<file path="src/rtl/phase_clk_div_pkg.sv">
`timescale 1ns/1ps
package phase_clk_div_pkg;
  // Strobes issued by the sequencer to the datapath, one cycle each
  typedef struct packed {
    logic loadCfg;   // adopt the pending setting
    logic startHigh; // begin a high phase
    logic startLow;  // begin a low phase
    logic holdIdle;  // freeze counter, force output low
  } divCtl_t;

  typedef enum logic [1:0] {
    ST_IDLE = 2'd0,
    ST_HIGH = 2'd1,
    ST_LOW  = 2'd2
  } phase_e;
endpackage

</file>
<file path="src/rtl/phase_clk_div_ctrl.sv">
`timescale 1ns/1ps
module phase_clk_div_ctrl
  import phase_clk_div_pkg::*;
(
  input  logic    clk,
  input  logic    rst_n,
  input  logic    lowPowerMode,
  input  logic    phaseDone,
  output divCtl_t ctl
);

  phase_e state, stateNext;

  always_comb begin
    ctl       = '0;
    stateNext = state;
    if (lowPowerMode) begin
      ctl.holdIdle = 1'b1;
      stateNext    = ST_IDLE;
    end else begin
      unique case (state)
        ST_IDLE: begin
          ctl.startHigh = 1'b1;
          ctl.loadCfg   = 1'b1;
          stateNext     = ST_HIGH;
        end
        ST_HIGH: begin
          if (phaseDone) begin
            ctl.startLow = 1'b1;
            stateNext    = ST_LOW;
          end
        end
        ST_LOW: begin
          if (phaseDone) begin
            ctl.startHigh = 1'b1;
            ctl.loadCfg   = 1'b1;
            stateNext     = ST_HIGH;
          end
        end
        default: stateNext = ST_IDLE;
      endcase
    end
  end

  always_ff @(posedge clk) begin
    if (!rst_n) state <= ST_IDLE;
    else        state <= stateNext;
  end

  // the setting is adopted only when a high phase begins
  assert_load_with_high_R6: assert property (@(posedge clk) disable iff (!rst_n)
    ctl.loadCfg |-> ctl.startHigh);

  // at most one phase action per cycle
  assert_single_action_R5: assert property (@(posedge clk) disable iff (!rst_n)
    $onehot0({ctl.startHigh, ctl.startLow, ctl.holdIdle}));

  // low-power mode leaves the sequencer idle
  assert_idle_in_bypass_R8: assert property (@(posedge clk) disable iff (!rst_n)
    lowPowerMode |=> (state == ST_IDLE));

endmodule

</file>
<file path="src/rtl/phase_clk_div_dp.sv">
`timescale 1ns/1ps
module phase_clk_div_dp
  import phase_clk_div_pkg::*;
#(
  parameter  int NIB_W = 4,
  localparam int CFG_W = 2 * NIB_W,
  localparam int DIV_W = NIB_W + 2
) (
  input  logic             clk,
  input  logic             rst_n,
  input  divCtl_t          ctl,
  input  logic             cfgWrEn,
  input  logic [CFG_W-1:0] cfgWrData,
  input  logic             lowPowerMode,
  output logic             phaseDone,
  output logic             clkOut,
  output logic             riseStrobe,
  output logic [DIV_W-1:0] divisorOut,
  output logic             bypassActive
);

  logic [CFG_W-1:0] pendingCfg, activeCfg;
  logic [NIB_W-1:0] phaseCnt;
  logic [NIB_W-1:0] pendHigh, actLow, actHigh;

  assign pendHigh  = pendingCfg[CFG_W-1:NIB_W];
  assign actHigh   = activeCfg[CFG_W-1:NIB_W];
  assign actLow    = activeCfg[NIB_W-1:0];
  assign phaseDone = (phaseCnt == '0);

  // Pending setting: accepts writes at any time
  always_ff @(posedge clk) begin
    if (!rst_n)       pendingCfg <= '0;
    else if (cfgWrEn) pendingCfg <= cfgWrData;
  end

  // Setting in use: changes only at a load point
  always_ff @(posedge clk) begin
    if (!rst_n)           activeCfg <= '0;
    else if (ctl.loadCfg) activeCfg <= pendingCfg;
  end

  // Phase counter: loaded with the field, counts down to zero
  always_ff @(posedge clk) begin
    if (!rst_n)                           phaseCnt <= '0;
    else if (ctl.holdIdle)                phaseCnt <= phaseCnt;
    else if (ctl.startHigh)               phaseCnt <= pendHigh;
    else if (ctl.startLow)                phaseCnt <= actLow;
    else if (phaseCnt != '0)              phaseCnt <= phaseCnt - 1'b1;
  end

  // Output registers
  always_ff @(posedge clk) begin
    if (!rst_n) begin
      clkOut       <= 1'b0;
      riseStrobe   <= 1'b0;
      bypassActive <= 1'b0;
    end else begin
      riseStrobe   <= ctl.startHigh;
      bypassActive <= lowPowerMode;
      if (ctl.startHigh)                    clkOut <= 1'b1;
      else if (ctl.startLow || ctl.holdIdle) clkOut <= 1'b0;
    end
  end

  assign divisorOut = DIV_W'(actHigh) + DIV_W'(actLow) + DIV_W'(2);

  // counter frozen while holding idle
  assert_hold_counter_R8: assert property (@(posedge clk) disable iff (!rst_n)
    ctl.holdIdle |=> $stable(phaseCnt));

  // setting in use is stable between load points
  assert_cfg_stable_R6: assert property (@(posedge clk) disable iff (!rst_n)
    !ctl.loadCfg |=> $stable(activeCfg));

  // strobe lasts one cycle
  assert_strobe_single_R5: assert property (@(posedge clk) disable iff (!rst_n)
    riseStrobe |=> !riseStrobe);

  // strobe coincides with the output going high
  assert_strobe_on_rise_R5: assert property (@(posedge clk) disable iff (!rst_n)
    $rose(clkOut) |-> riseStrobe);

  assert_strobe_high_R5: assert property (@(posedge clk) disable iff (!rst_n)
    riseStrobe |-> clkOut);

  // output parked low during bypass
  assert_bypass_low_R8: assert property (@(posedge clk) disable iff (!rst_n)
    bypassActive |-> (!clkOut && !riseStrobe));

  // divisor never below two
  assert_divisor_range_R7: assert property (@(posedge clk) disable iff (!rst_n)
    divisorOut >= DIV_W'(2));

endmodule

</file>
<file path="src/rtl/phase_clk_div.sv">
`timescale 1ns/1ps
module phase_clk_div
  import phase_clk_div_pkg::*;
#(
  parameter  int NIB_W = 4,
  localparam int CFG_W = 2 * NIB_W,
  localparam int DIV_W = NIB_W + 2
) (
  input  logic             clk,
  input  logic             rst_n,
  input  logic             cfgWrEn,
  input  logic [CFG_W-1:0] cfgWrData,
  input  logic             lowPowerMode,
  output logic             clkOut,
  output logic             riseStrobe,
  output logic [DIV_W-1:0] divisorOut,
  output logic             bypassActive
);

  divCtl_t ctl;
  logic    phaseDone;

  phase_clk_div_ctrl u_ctrl (
    .clk          (clk),
    .rst_n        (rst_n),
    .lowPowerMode (lowPowerMode),
    .phaseDone    (phaseDone),
    .ctl          (ctl)
  );

  phase_clk_div_dp #(.NIB_W(NIB_W)) u_dp (
    .clk          (clk),
    .rst_n        (rst_n),
    .ctl          (ctl),
    .cfgWrEn      (cfgWrEn),
    .cfgWrData    (cfgWrData),
    .lowPowerMode (lowPowerMode),
    .phaseDone    (phaseDone),
    .clkOut       (clkOut),
    .riseStrobe   (riseStrobe),
    .divisorOut   (divisorOut),
    .bypassActive (bypassActive)
  );

  // leaving reset or bypass starts a high phase on the next edge
  assert_start_high_R4: assert property (@(posedge clk) disable iff (!rst_n)
    (!lowPowerMode && !clkOut && bypassActive) |=> riseStrobe);

endmodule

</file>
<file path="config.mk">
export PLATFORM = sky130hd
export DESIGN_NAME = phase_clk_div
export DESIGN_NICKNAME = d
export VERILOG_FILES = /design/src/rtl/phase_clk_div_pkg.sv /design/src/rtl/phase_clk_div_ctrl.sv /design/src/rtl/phase_clk_div_dp.sv /design/src/rtl/phase_clk_div.sv
export SDC_FILE = /design/constraint.sdc
export NUM_CORES = 1
export LEC_CHECK = 0
export BUFFER_PORTS_ARGS = -buffer_cell sky130_fd_sc_hd__buf_2
export CORE_UTILIZATION = 45
export CTS_CLUSTER_DIAMETER = 50
export DETAILED_ROUTE_END_ITERATION = 8
export GPL_ROUTABILITY_DRIVEN = 0
export PLACE_DENSITY = 0.73
export SKIP_CTS_REPAIR_TIMING = 1
export SLEW_MARGIN = 20
export SYNTH_ARGS = -nofsm -noshare
export SYNTH_HDL_FRONTEND = slang
export SYNTH_HIERARCHICAL = 1
export SYNTH_SLANG_ARGS = --single-unit
</file>
<file path="constraint.sdc">
create_clock -name clk -period 3.1 [get_ports clk]
set_input_delay 0.465 -clock clk [delete_from_list [all_inputs] [get_ports clk]]
set_output_delay 0.465 -clock clk [all_outputs]
set_load 0.1 [all_outputs]
</file>
==> run metrics <==
status=complete, no violations; Max Fclk=0.351 GHz; share of layout cells above drive strength 1=20.8%; post-synthesis cell area=0.00131 mm2; Final setup viols=0; antenna cell count=0; 1st-pass router iterations=4; Buffers & Inverters on Critical Path=4; part of the cycle the worst path needs=91.8%; CP max stage cell=fa_1; Die H=56.0 um; Worst R2R Path Depth=10; internal power=474 uW; family with the most delay on the worst path=adder cells; Critical Path RT=2.63 ns; Area growth syn-to-layout=12.1%; first-pass GRT wire length=3.93 mm; core area=0.00276 mm2; Sum Neg Setup Slack=0 ns; Die ar.=0.00313 mm2; largest net degree at the start of global routing=27; initial antenna violation count=0; Switch Pwr=249 uW; Max stage delay on crit path=0.42 ns; total number of yosys warnings=6; Worst EP arrival=2.38 ns; row count=19; vias in the first global route=921; cell count along the critical path=9; most common cell after layout, fill and taps aside=dfxtp_1; hold path cells=3; maximum capacitance violations=0; Buffers on Ports=20; post-synthesis register bit count=25; Comb pwr share=29.4%; RSZ-0062 raised after global routing=no; H-tree depth=1; Peak VDD IR=0.000503 V; worst-path cell chain=inv_1 -> ha_1 -> inv_1 -> ha_1 -> inv_1 -> fa_1 -> nor2b_1 -> o21a_1 -> buf_2; CP Max Fanout=2; clk_skew=0.0102 ns; HP Class=in2reg; Routed Antenna Nets=0; Longest Clk Path Bufs=2; Initial Util=47.5%; GRT Total Usage=15.9%; total wire length=2.26 mm; CTS sink count=25; PwrDens=492 mW/mm2; Pins Over Slew Limit=0; Flop pwr share=50.2%; Congestion Overflow GR=0; DIE WIDTH=56.0 um; Leakage=0.676 nW; most frequent cells in the layout=25 x dfxtp_1, 20 x buf_2, 20 x nor2b_1, 17 x mux2i_1, 12 x inv_1; CTS tree=yes; Sw Share=34.4%; worst skew pair latency=0.32 ns; top_reg_cell synth=dfxtp_1; Slew headroom=67.7%; Total Nets Final=176; Least-Margin Pin Slew=0.487 ns; 1st-iter DRT viols=20; Clk Tree Root Cell=clkbuf_4; Synth Instances=135; syn_nets=156; register area=500 um2; WL/cell=12.2 um; register area share after synthesis=38.2%; Synth Area per Inst=9.70 um2; io pins=21; Synth cell types=37; Fillers=263; Post-synth EDFFs=0; Hold Vio Cnt, Final=0; Worst Setup Path Type=reg2out; CTS buffer count=3; async set-reset flop share out of synthesis=0%; crit start category=flip-flop; crit path time final=2.85 ns; vias per std cell=5.18; drt drc=0; Critical Path Most Common Cell=inv_1; Util after Layout=53.3%; CTS clk-pin slew, worst paths=0.14 ns; Clock power frac=20.4%; routed vias=958; CP endpoint kind=output pin; HPWL after DPL=1.73 mm; Multi-input gate area=732 um2
[kinds of logic after synthesis]
logic type      Yosys count  synth area share (%)
flops                    25                  38.2
buf+inv                  20                  6.88
xor+xnor                  3                  2.01
mux                      17                  13.0
fa+ha+maj                 9                  9.17
compound gates           17                  10.1
simple gates             44                  20.6
[power groups by stage]
stage	Clock [mW]	Combinational, mW	Sequential [mW]
global placement	0	0.208	0.368
global route	0.169	0.232	0.366
floorplan	0	0.161	0.384
CTS	0.155	0.214	0.362
finish	0.147	0.213	0.363
detailed placement	0	0.214	0.370
[Yosys cell counts, drive strengths merged, types with 2 or more instances]
master / n / share of area (%)
buf: 6 / 2.9
xnor2: 2 / 1.3
o21a: 2 / 1.1
o221ai: 3 / 2.0
nor3: 2 / 0.76
nor2: 2 / 0.57
a21oi: 4 / 1.8
clkbuf: 2 / 0.57
dfxtp: 25 / 38
mux2i: 17 / 13
and2: 3 / 1.4
inv: 12 / 3.4
nor2b: 20 / 9.6
nand2b: 3 / 1.4
a21o: 2 / 1.1
or3b: 3 / 2.2
ha: 8 / 7.6
nand2: 4 / 1.1
[sequential cells by signal, summed over array words and instances (netlist names)]
name,cells
u_dp/phaseCnt,4
u_dp/activeCfg,8
u_dp/bypassActive,1
u_dp/pendingCfg,8
u_ctrl/state,2
u_dp/riseStrobe,1
u_dp/clkOut,1
[per-layer routing]
| layer | global-route usage (%) | routed length [um] |
|---|---|---|
| met2 | 28.6 | 1120 |
| met3 | 4.88 | 70 |
| met4 | 3.14 | 17 |
| met5 | 0 | 0 |
| met1 | 18.8 | 1040 |
[area by class of cell]
type / count / share of cell area [%]
Multi-Input combinational cell: 90 / 49.8
Sequential cell: 25 / 34.1
Timing Repair Buffer: 23 / 8.35
Inverter: 12 / 3.07
Tap cell: 31 / 2.64
Clock buffer: 3 / 1.53
Clock inverter: 1 / 0.511
[worst register-to-register path, cell delays in order, from the launching register on]
cell and delay, ns:
dfxtp_1 0.38, inv_1 0.07, ha_1 0.16, or3b_4 0.42, inv_1 0.12, nor2b_1 0.08
nor3_2 0.15, buf_4 0.22, or2_1 0.20, o21a_1 0.19, mux2i_1 0.19
[path summary, 6_finish.rpt]
check / from / endpoint / slack, ns
worst max-delay path: u_dp/activeCfg[1]$_SDFFE_PN0P_ / divisorOut[5] / 0.25
worst min-delay path: cfgWrData[4] / u_dp/pendingCfg[4]$_SDFFE_PN0P_ / 0.39
worst max register to register: u_dp/phaseCnt[1]$_SDFFE_PN0P_ / u_dp/phaseCnt[0]$_SDFFE_PN0P_ / 0.87
worst min register to register: u_dp/pendingCfg[5]$_SDFFE_PN0P_ / u_dp/phaseCnt[1]$_SDFFE_PN0P_ / 0.51
[metrics by stage]
step	power [mW]	setup WS, ns	instances	hold slack, ns	cell area [um2]
floorplan	0.544	0.0349	135	0.461	1320
global placement	0.576	0.683	181	0.490	1440
detailed placement	0.583	0.620	181	0.499	1440
CTS	0.732	0.232	185	0.377	1470
global route	0.767	0.117	185	0.378	1470
finish	0.723	0.254	185	0.388	1470
(Power assumes the default switching activity.)
